==> src/rtl/gcd_pkg.sv <==
package gcd_pkg;

   typedef enum logic [2:0] {
      ST_SKIP,
      ST_FIRST,
      ST_CMD,
      ST_NEWA,
      ST_NEWA_RST,
      ST_HWGC
   } gc_state_e;

   typedef enum logic [1:0] {
      CL_ADDR_RST,
      CL_ADDR_ONLY,
      CL_HW,
      CL_BAD
   } gc_class_e;

   localparam int FL_BUSY  = 0;
   localparam int FL_ADDR  = 1;
   localparam int FL_RST   = 2;
   localparam int FL_HW    = 3;
   localparam int FL_COUNT = 4;

endpackage

==> src/rtl/gcd_decode.sv <==
module gcd_decode
   import gcd_pkg::*;
#(
   parameter int              BYTE_W   = 8,
   parameter logic [BYTE_W-1:0] CMD_RST  = 8'h06,
   parameter logic [BYTE_W-1:0] CMD_ADDR = 8'h04
) (
   input  logic [BYTE_W-1:0] byte_i,
   output logic              gc_hit_o,
   output gc_class_e         cls_o
);

   always_comb begin
      gc_hit_o = (byte_i == '0);
      if (byte_i[0])
         cls_o = CL_HW;
      else if (byte_i == CMD_RST)
         cls_o = CL_ADDR_RST;
      else if (byte_i == CMD_ADDR)
         cls_o = CL_ADDR_ONLY;
      else
         cls_o = CL_BAD;
   end

endmodule

==> src/rtl/gcd_fsm.sv <==
module gcd_fsm
   import gcd_pkg::*;
#(
   parameter int HW_ACK_DATA = 1
) (
   input  logic      clk,
   input  logic      rst_n,
   input  logic      en_i,
   input  logic      in_reset_i,
   input  logic      bus_start_i,
   input  logic      bus_stop_i,
   input  logic      byte_valid_i,
   input  logic      gc_hit_i,
   input  gc_class_e cls_i,
   output logic      ack_valid_o,
   output logic      ack_o,
   output logic      gc_ack_o,
   output logic      hw_hit_o,
   output logic      load_o,
   output logic      load_rst_o
);

   gc_state_e state_q, state_d;
   logic      dec_ack;
   logic      hw_data_ack;

   generate
      if (HW_ACK_DATA != 0) begin : g_hw_ack
         assign hw_data_ack = 1'b1;
      end else begin : g_hw_nack
         assign hw_data_ack = 1'b0;
      end
   endgenerate

   always_comb begin
      state_d    = state_q;
      dec_ack    = 1'b0;
      gc_ack_o   = 1'b0;
      hw_hit_o   = 1'b0;
      load_o     = 1'b0;
      load_rst_o = 1'b0;
      if (in_reset_i) begin
         state_d = ST_SKIP;
      end else if (bus_stop_i) begin
         state_d = ST_SKIP;
      end else if (bus_start_i) begin
         state_d = ST_FIRST;
      end else if (byte_valid_i) begin
         unique case (state_q)
            ST_FIRST: begin
               if (gc_hit_i && en_i) begin
                  dec_ack  = 1'b1;
                  gc_ack_o = 1'b1;
                  state_d  = ST_CMD;
               end else begin
                  state_d = ST_SKIP;
               end
            end
            ST_CMD: begin
               unique case (cls_i)
                  CL_ADDR_RST: begin
                     dec_ack = 1'b1;
                     state_d = ST_NEWA_RST;
                  end
                  CL_ADDR_ONLY: begin
                     dec_ack = 1'b1;
                     state_d = ST_NEWA;
                  end
                  CL_HW: begin
                     dec_ack  = 1'b1;
                     hw_hit_o = 1'b1;
                     state_d  = ST_HWGC;
                  end
                  default: state_d = ST_SKIP;
               endcase
            end
            ST_NEWA, ST_NEWA_RST: begin
               dec_ack    = 1'b1;
               load_o     = 1'b1;
               load_rst_o = (state_q == ST_NEWA_RST);
               state_d    = ST_SKIP;
            end
            ST_HWGC: dec_ack = hw_data_ack;
            default: state_d = ST_SKIP;
         endcase
      end
   end

   always_ff @(posedge clk) begin
      if (!rst_n) begin
         state_q     <= ST_SKIP;
         ack_valid_o <= 1'b0;
         ack_o       <= 1'b0;
      end else begin
         state_q     <= state_d;
         ack_valid_o <= byte_valid_i;
         ack_o       <= dec_ack;
      end
   end

endmodule

==> src/rtl/gcd_reset_timer.sv <==
module gcd_reset_timer #(
   parameter int RST_CYCLES = 16
) (
   input  logic clk,
   input  logic rst_n,
   input  logic arm_i,
   input  logic trigger_i,
   output logic active_o
);

   localparam int CNT_W = $clog2(RST_CYCLES + 1);

   logic [CNT_W-1:0] cnt_q;
   logic             armed_q;

   always_ff @(posedge clk) begin
      if (!rst_n) begin
         cnt_q   <= '0;
         armed_q <= 1'b0;
      end else if (cnt_q != '0) begin
         cnt_q <= cnt_q - 1'b1;
      end else if (trigger_i && armed_q) begin
         cnt_q   <= CNT_W'(RST_CYCLES);
         armed_q <= 1'b0;
      end else if (arm_i) begin
         armed_q <= 1'b1;
      end
   end

   assign active_o = (cnt_q != '0);

endmodule

==> src/rtl/gcd_status.sv <==
module gcd_status
   import gcd_pkg::*;
#(
   parameter int              ADDR_W        = 7,
   parameter logic [ADDR_W-1:0] OWN_ADDR_INIT = 7'h2A
) (
   input  logic                clk,
   input  logic                rst_n,
   input  logic                gc_ack_i,
   input  logic                hw_hit_i,
   input  logic                load_i,
   input  logic                load_rst_i,
   input  logic                clr_busy_i,
   input  logic [ADDR_W-1:0]   field_i,
   output logic [ADDR_W-1:0]   own_addr_o,
   output logic [ADDR_W-1:0]   hw_addr_o,
   output logic [FL_COUNT-1:0] flags_o
);

   logic [FL_COUNT-1:0] set_v;

   always_comb begin
      set_v          = '0;
      set_v[FL_BUSY] = gc_ack_i;
      set_v[FL_HW]   = hw_hit_i;
      set_v[FL_RST]  = load_i && load_rst_i;
      set_v[FL_ADDR] = load_i && !load_rst_i;
   end

   genvar gi;
   generate
      for (gi = 0; gi < FL_COUNT; gi++) begin : g_flag
         if (gi == FL_BUSY) begin : g_busy
            always_ff @(posedge clk) begin
               if (!rst_n)
                  flags_o[gi] <= 1'b0;
               else if (set_v[gi])
                  flags_o[gi] <= 1'b1;
               else if (clr_busy_i)
                  flags_o[gi] <= 1'b0;
            end
         end else begin : g_sticky
            always_ff @(posedge clk) begin
               if (!rst_n)
                  flags_o[gi] <= 1'b0;
               else if (set_v[gi])
                  flags_o[gi] <= 1'b1;
               else if (gc_ack_i)
                  flags_o[gi] <= 1'b0;
            end
         end
      end
   endgenerate

   always_ff @(posedge clk) begin
      if (!rst_n) begin
         own_addr_o <= OWN_ADDR_INIT;
         hw_addr_o  <= '0;
      end else begin
         if (load_i)   own_addr_o <= field_i;
         if (hw_hit_i) hw_addr_o  <= field_i;
      end
   end

endmodule

==> src/rtl/gc_decoder.sv <==
module gc_decoder
   import gcd_pkg::*;
#(
   parameter int          ADDR_W        = 7,
   parameter int          RST_CYCLES    = 16,
   parameter int          HW_ACK_DATA   = 1,
   parameter logic [6:0]  OWN_ADDR_INIT = 7'h2A,
   parameter logic [7:0]  CMD_RST       = 8'h06,
   parameter logic [7:0]  CMD_ADDR      = 8'h04
) (
   input  logic                clk,
   input  logic                rst_n,
   input  logic                gc_enable,
   input  logic                bus_start,
   input  logic                bus_stop,
   input  logic                rx_valid,
   input  logic [7:0]          rx_byte,
   output logic                ack_valid,
   output logic                ack,
   output logic [6:0]          own_addr,
   output logic [6:0]          hw_master_addr,
   output logic                node_reset,
   output logic [FL_COUNT-1:0] gc_flags
);

   localparam int BYTE_W = ADDR_W + 1;

   generate
      if (ADDR_W != 7) begin : g_bad_width
         $error("gc_decoder: ADDR_W must be 7");
      end
      if (RST_CYCLES < 1) begin : g_bad_rst
         $error("gc_decoder: RST_CYCLES must be at least 1");
      end
      if (CMD_RST[0] || CMD_ADDR[0] || (CMD_RST == CMD_ADDR) || (CMD_RST == '0) || (CMD_ADDR == '0)) begin : g_bad_cmd
         $error("gc_decoder: command codes must be distinct, even and nonzero");
      end
   endgenerate

   gc_class_e cls;
   logic      gc_hit;
   logic      in_reset;
   logic      gc_ack_ev, hw_ev, load_ev, load_rst_ev;

   gcd_decode #(
      .BYTE_W   (BYTE_W),
      .CMD_RST  (CMD_RST),
      .CMD_ADDR (CMD_ADDR)
   ) u_decode (
      .byte_i   (rx_byte),
      .gc_hit_o (gc_hit),
      .cls_o    (cls)
   );

   gcd_fsm #(
      .HW_ACK_DATA (HW_ACK_DATA)
   ) u_fsm (
      .clk          (clk),
      .rst_n        (rst_n),
      .en_i         (gc_enable),
      .in_reset_i   (in_reset),
      .bus_start_i  (bus_start),
      .bus_stop_i   (bus_stop),
      .byte_valid_i (rx_valid),
      .gc_hit_i     (gc_hit),
      .cls_i        (cls),
      .ack_valid_o  (ack_valid),
      .ack_o        (ack),
      .gc_ack_o     (gc_ack_ev),
      .hw_hit_o     (hw_ev),
      .load_o       (load_ev),
      .load_rst_o   (load_rst_ev)
   );

   gcd_reset_timer #(
      .RST_CYCLES (RST_CYCLES)
   ) u_rst_timer (
      .clk       (clk),
      .rst_n     (rst_n),
      .arm_i     (load_ev && load_rst_ev),
      .trigger_i (bus_stop || bus_start),
      .active_o  (in_reset)
   );

   gcd_status #(
      .ADDR_W        (ADDR_W),
      .OWN_ADDR_INIT (OWN_ADDR_INIT)
   ) u_status (
      .clk        (clk),
      .rst_n      (rst_n),
      .gc_ack_i   (gc_ack_ev),
      .hw_hit_i   (hw_ev),
      .load_i     (load_ev),
      .load_rst_i (load_rst_ev),
      .clr_busy_i (bus_stop || bus_start),
      .field_i    (rx_byte[BYTE_W-1:1]),
      .own_addr_o (own_addr),
      .hw_addr_o  (hw_master_addr),
      .flags_o    (gc_flags)
   );

   assign node_reset = in_reset;

endmodule

==> config.mk <==
export PLATFORM = sky130hd
export DESIGN_NAME = gc_decoder
export DESIGN_NICKNAME = d
export VERILOG_FILES = /design/src/rtl/gcd_pkg.sv /design/src/rtl/gcd_decode.sv /design/src/rtl/gcd_fsm.sv /design/src/rtl/gcd_reset_timer.sv /design/src/rtl/gcd_status.sv /design/src/rtl/gc_decoder.sv
export SDC_FILE = /design/constraint.sdc
export NUM_CORES = 1
export LEC_CHECK = 0
export BUFFER_PORTS_ARGS = -buffer_cell sky130_fd_sc_hd__buf_2
export CORE_MARGIN = 2
export CORE_UTILIZATION = 55
export DETAILED_ROUTE_END_ITERATION = 10
export PLACE_DENSITY = 0.86
export SLEW_MARGIN = 10
export SYNTH_ARGS = -nofsm -noshare
export SYNTH_HDL_FRONTEND = slang
export SYNTH_SLANG_ARGS = --single-unit
==> constraint.sdc <==
create_clock -name clk -period 5.6 [get_ports clk]
set_clock_uncertainty 0.1 [all_clocks]
set_input_delay 0.84 -clock clk [delete_from_list [all_inputs] [get_ports clk]]
set_output_delay 0.84 -clock clk [all_outputs]
set_load 0.05 [all_outputs]
==> flow_summary.toml <==
[critical_path]
max_stage_delay_ns = 0.59
rr_endpoint = "u_status.hw_addr_o[4]"
cp_data_required_time_ns = 4.66
slowest_stage = "nor4b_4"
end_kind = "output pin"
startpoint_type = "flop"
r2r-start = "u_rst_timer.cnt_q[0]"
ff2ff_setup_slack_ns = 3.25
critPathArrivalTime_ns = 1.95
crit_start = "u_rst_timer.cnt_q[0]"
r2r_cells = 6
path_max_fanout = 13
path_cells = "inv_1 -> ha_1 -> nor4b_4 -> inv_1 -> buf_2"
path_class = "reg2out"
cpMostUsedCell = "inv_1"

[synthesis]
synthArstFlopShare = 0
synth.largest_area_cell = "dfxtp_1"
synth_ff_type = "dfxtp_1"
synth.yosys.seq_area_share = 0.4237
synthAdderAreaFrac = 0.03653
synth_seq_cells = 29
synth_edf_count = 0
synth.avg_cell_area_um2 = 8.839
synth_compound_area_frac = 0.1607
synth_nets = 173
synth.distinct_cells = 43
synth_area_um2 = 1370
synthSimpleGateAreaFrac = 0.2959
muxShareOfSynthArea = 0.02192
ys_warn_count = 0
synth_top_family_by_area = "simple AND/OR/NAND/NOR gates"
yosysTopAreaCellShare = 0.4237
yosys.area_share.xor_xnor = 0.006393
synthTopCellsByArea = "dfxtp_1 (42%), nand3_1 (5.8%), nand2_1 (4.4%), ha_1 (3.7%), o21ai_0 (3.3%)"
syn_inst = 155

[cts]
hold_buffers = 0
numCtsBuffers = 5
clkLatencyLatePin_ns = 0.32
cts_setup_buffers = 0
postCtsResizedCells = 0
htree_levels = 2
cts.sink_count = 29
cts_root_buf = "clkbuf_4"
clockBufferDepth = 2
path_clk_slew_ns = 0.09
cts_tree = "yes"

[route]
routedWlPerCell_um = 13.13
detail-route-antenna-nets = 0
vias_per_cell = 5.417
first_pass_iters = 4
vias = 1181
drtIter0Drc = 27
routed_wl_mm = 2.862
drc = 0

[floorplan]
core_um2 = 2410
io_pins = 35
dieWidth_um = 53.91
die-height_um = 53.91
start_util = 0.5685
rows = 18
die_area_um2 = 2906

[finish]
diodes = 0
drive_gt1_frac = 0.2606
fin_area_um2 = 1595
layout.cells.non_filler = 218
nFillCells = 195
area_growth_pct = 16.44
nets = 206
final_cell_mix = "buf_2 (34), dfxtp_1 (29), nand2_1 (16), nand3_1 (16), inv_1 (10)"
layout_commonest_cell = "buf_2"

[global_route]
grt_pass1_vias = 1055
grt_pass1_wl_mm = 4.574
overflow = 0
track_usage = 0.2285
antenna_found_initial = 0
grt_max_degree = 42

[worst_hold_path]
min_from = "u_status.hw_addr_o[0]"
min_path_cells = 2
hold_end = "u_status.hw_addr_o[0]"
hp-class = "reg2reg"

[timing]
layout_min_cycle_time_ns = 2.890
hold-worst-slack_ns = 0.3657
slew_headroom = 0.3947
period_share = 0.5160
drv_slew = 0
final_hold_viol_count = 0
setup_violations = 0
tightest_slew_ns = 0.9040
tns_ns = 0
rsz0062_at_grt = "no"
fmax_mhz = 346.1

[power]
p_sw_frac = 0.3450
irDropWorstVdd_v = 0.0002577
total_power_mw = 0.5211
p_leak_nw = 0.7084
p_comb_frac = 0.305
power_frac_seq = 0.452
clkPwrFrac = 0.243
power.switching_mw = 0.1798
p_per_area_nw_per_um2 = 326.6
p_int_mw = 0.3413

[place]
placedCellCount = 211
io_buffers = 34
place_congestion = 0.8056
dp_hpwl_mm = 2.180
placed_area_um2 = 1540

[flow_run]
drv_cap = 0

[run_status]
status = "completed"
[power groups by stage]
stage	registers (mW)	logic [mW]	clock network, mW
2_1_floorplan	0.239	0.133	0
3_3_place_gp	0.239	0.151	0
3_5_place_dp	0.240	0.158	0
4_1_cts	0.236	0.158	0.129
5_1_grt	0.238	0.180	0.137
6_report	0.236	0.159	0.127
[stage by stage]
step,util,worst slack [ns]
final,0.6620,2.710
after global routing,0.6620,2.553
after floorplan,-,3.091
after detailed placement,0.6391,2.642
after CTS,0.6620,2.723
after global placement,0.6391,2.733
[area by class of cell]
cell class                      count  area [µm²]  share of cell area
Timing Repair Buffer               34       170.2              0.1067
Clock buffer                        7       55.05             0.03451
Sequential cell                    29       580.6              0.3639
Tap cell                           30       37.54             0.02353
Multi-Input combinational cell    108       714.4              0.4478
Inverter                           10       37.54             0.02353
[how the worst max path moves through the flow]
stage,cells after the start,slack [ns],endpoint
final,5,2.71,node_reset
after global routing,5,2.55,node_reset
after CTS,5,2.72,node_reset
after detailed placement,7,2.64,u_status.hw_addr_o[2]
after global placement,7,2.73,u_status.hw_addr_o[6]
after floorplan,7,3.09,u_status.hw_addr_o[5]
[cell families after synthesis]
logic type,after synthesis
xor+xnor,1
fa+ha+maj,4
simple gates,67
flops,29
compound gates,33
mux,3
buf+inv,18
[Yosys cell counts (2+ instances only)]
master    count
a311o_1       3
dfxtp_1      29
a21oi_1       2
nor2b_1       3
and3_1        5
mux2i_1       3
nor2_1        6
buf_2         3
o21ai_0       9
clkbuf_1      3
a211oi_1      2
nand3_1      16
a31oi_1       2
nand2_1      16
and2_1        4
inv_1        10
nor3b_1       2
o21ai_1       7
ha_1          4
nor3_1        2
nor3b_2       2
[critical path, delay by kind of cell, from the launching register on]
family | cells | cell delay (ns)
AND/OR/NAND/NOR | 1 | 0.59
buffers and inverters | 3 | 0.48
flip-flops | 1 | 0.33
adder cells (fa/ha/maj) | 1 | 0.21
[layer usage]
metal,wire [µm],GRT usage,vias up
met5,0,0,-
met4,78,0.1197,0
met3,108,0.07500,6
met2,1443,0.3720,22
met1,1232,0.2652,535
li1,-,-,618
[state kept, by name, summed over array words and instances (netlist names)]
name,count
u_fsm.ack_o,1
u_fsm.ack_valid_o,1
u_fsm.state_q,3
u_rst_timer.armed_q,1
u_rst_timer.cnt_q,5
u_status.flags_o,4
u_status.hw_addr_o,7
u_status.own_addr_o,7
(Power assumes the default switching activity.)
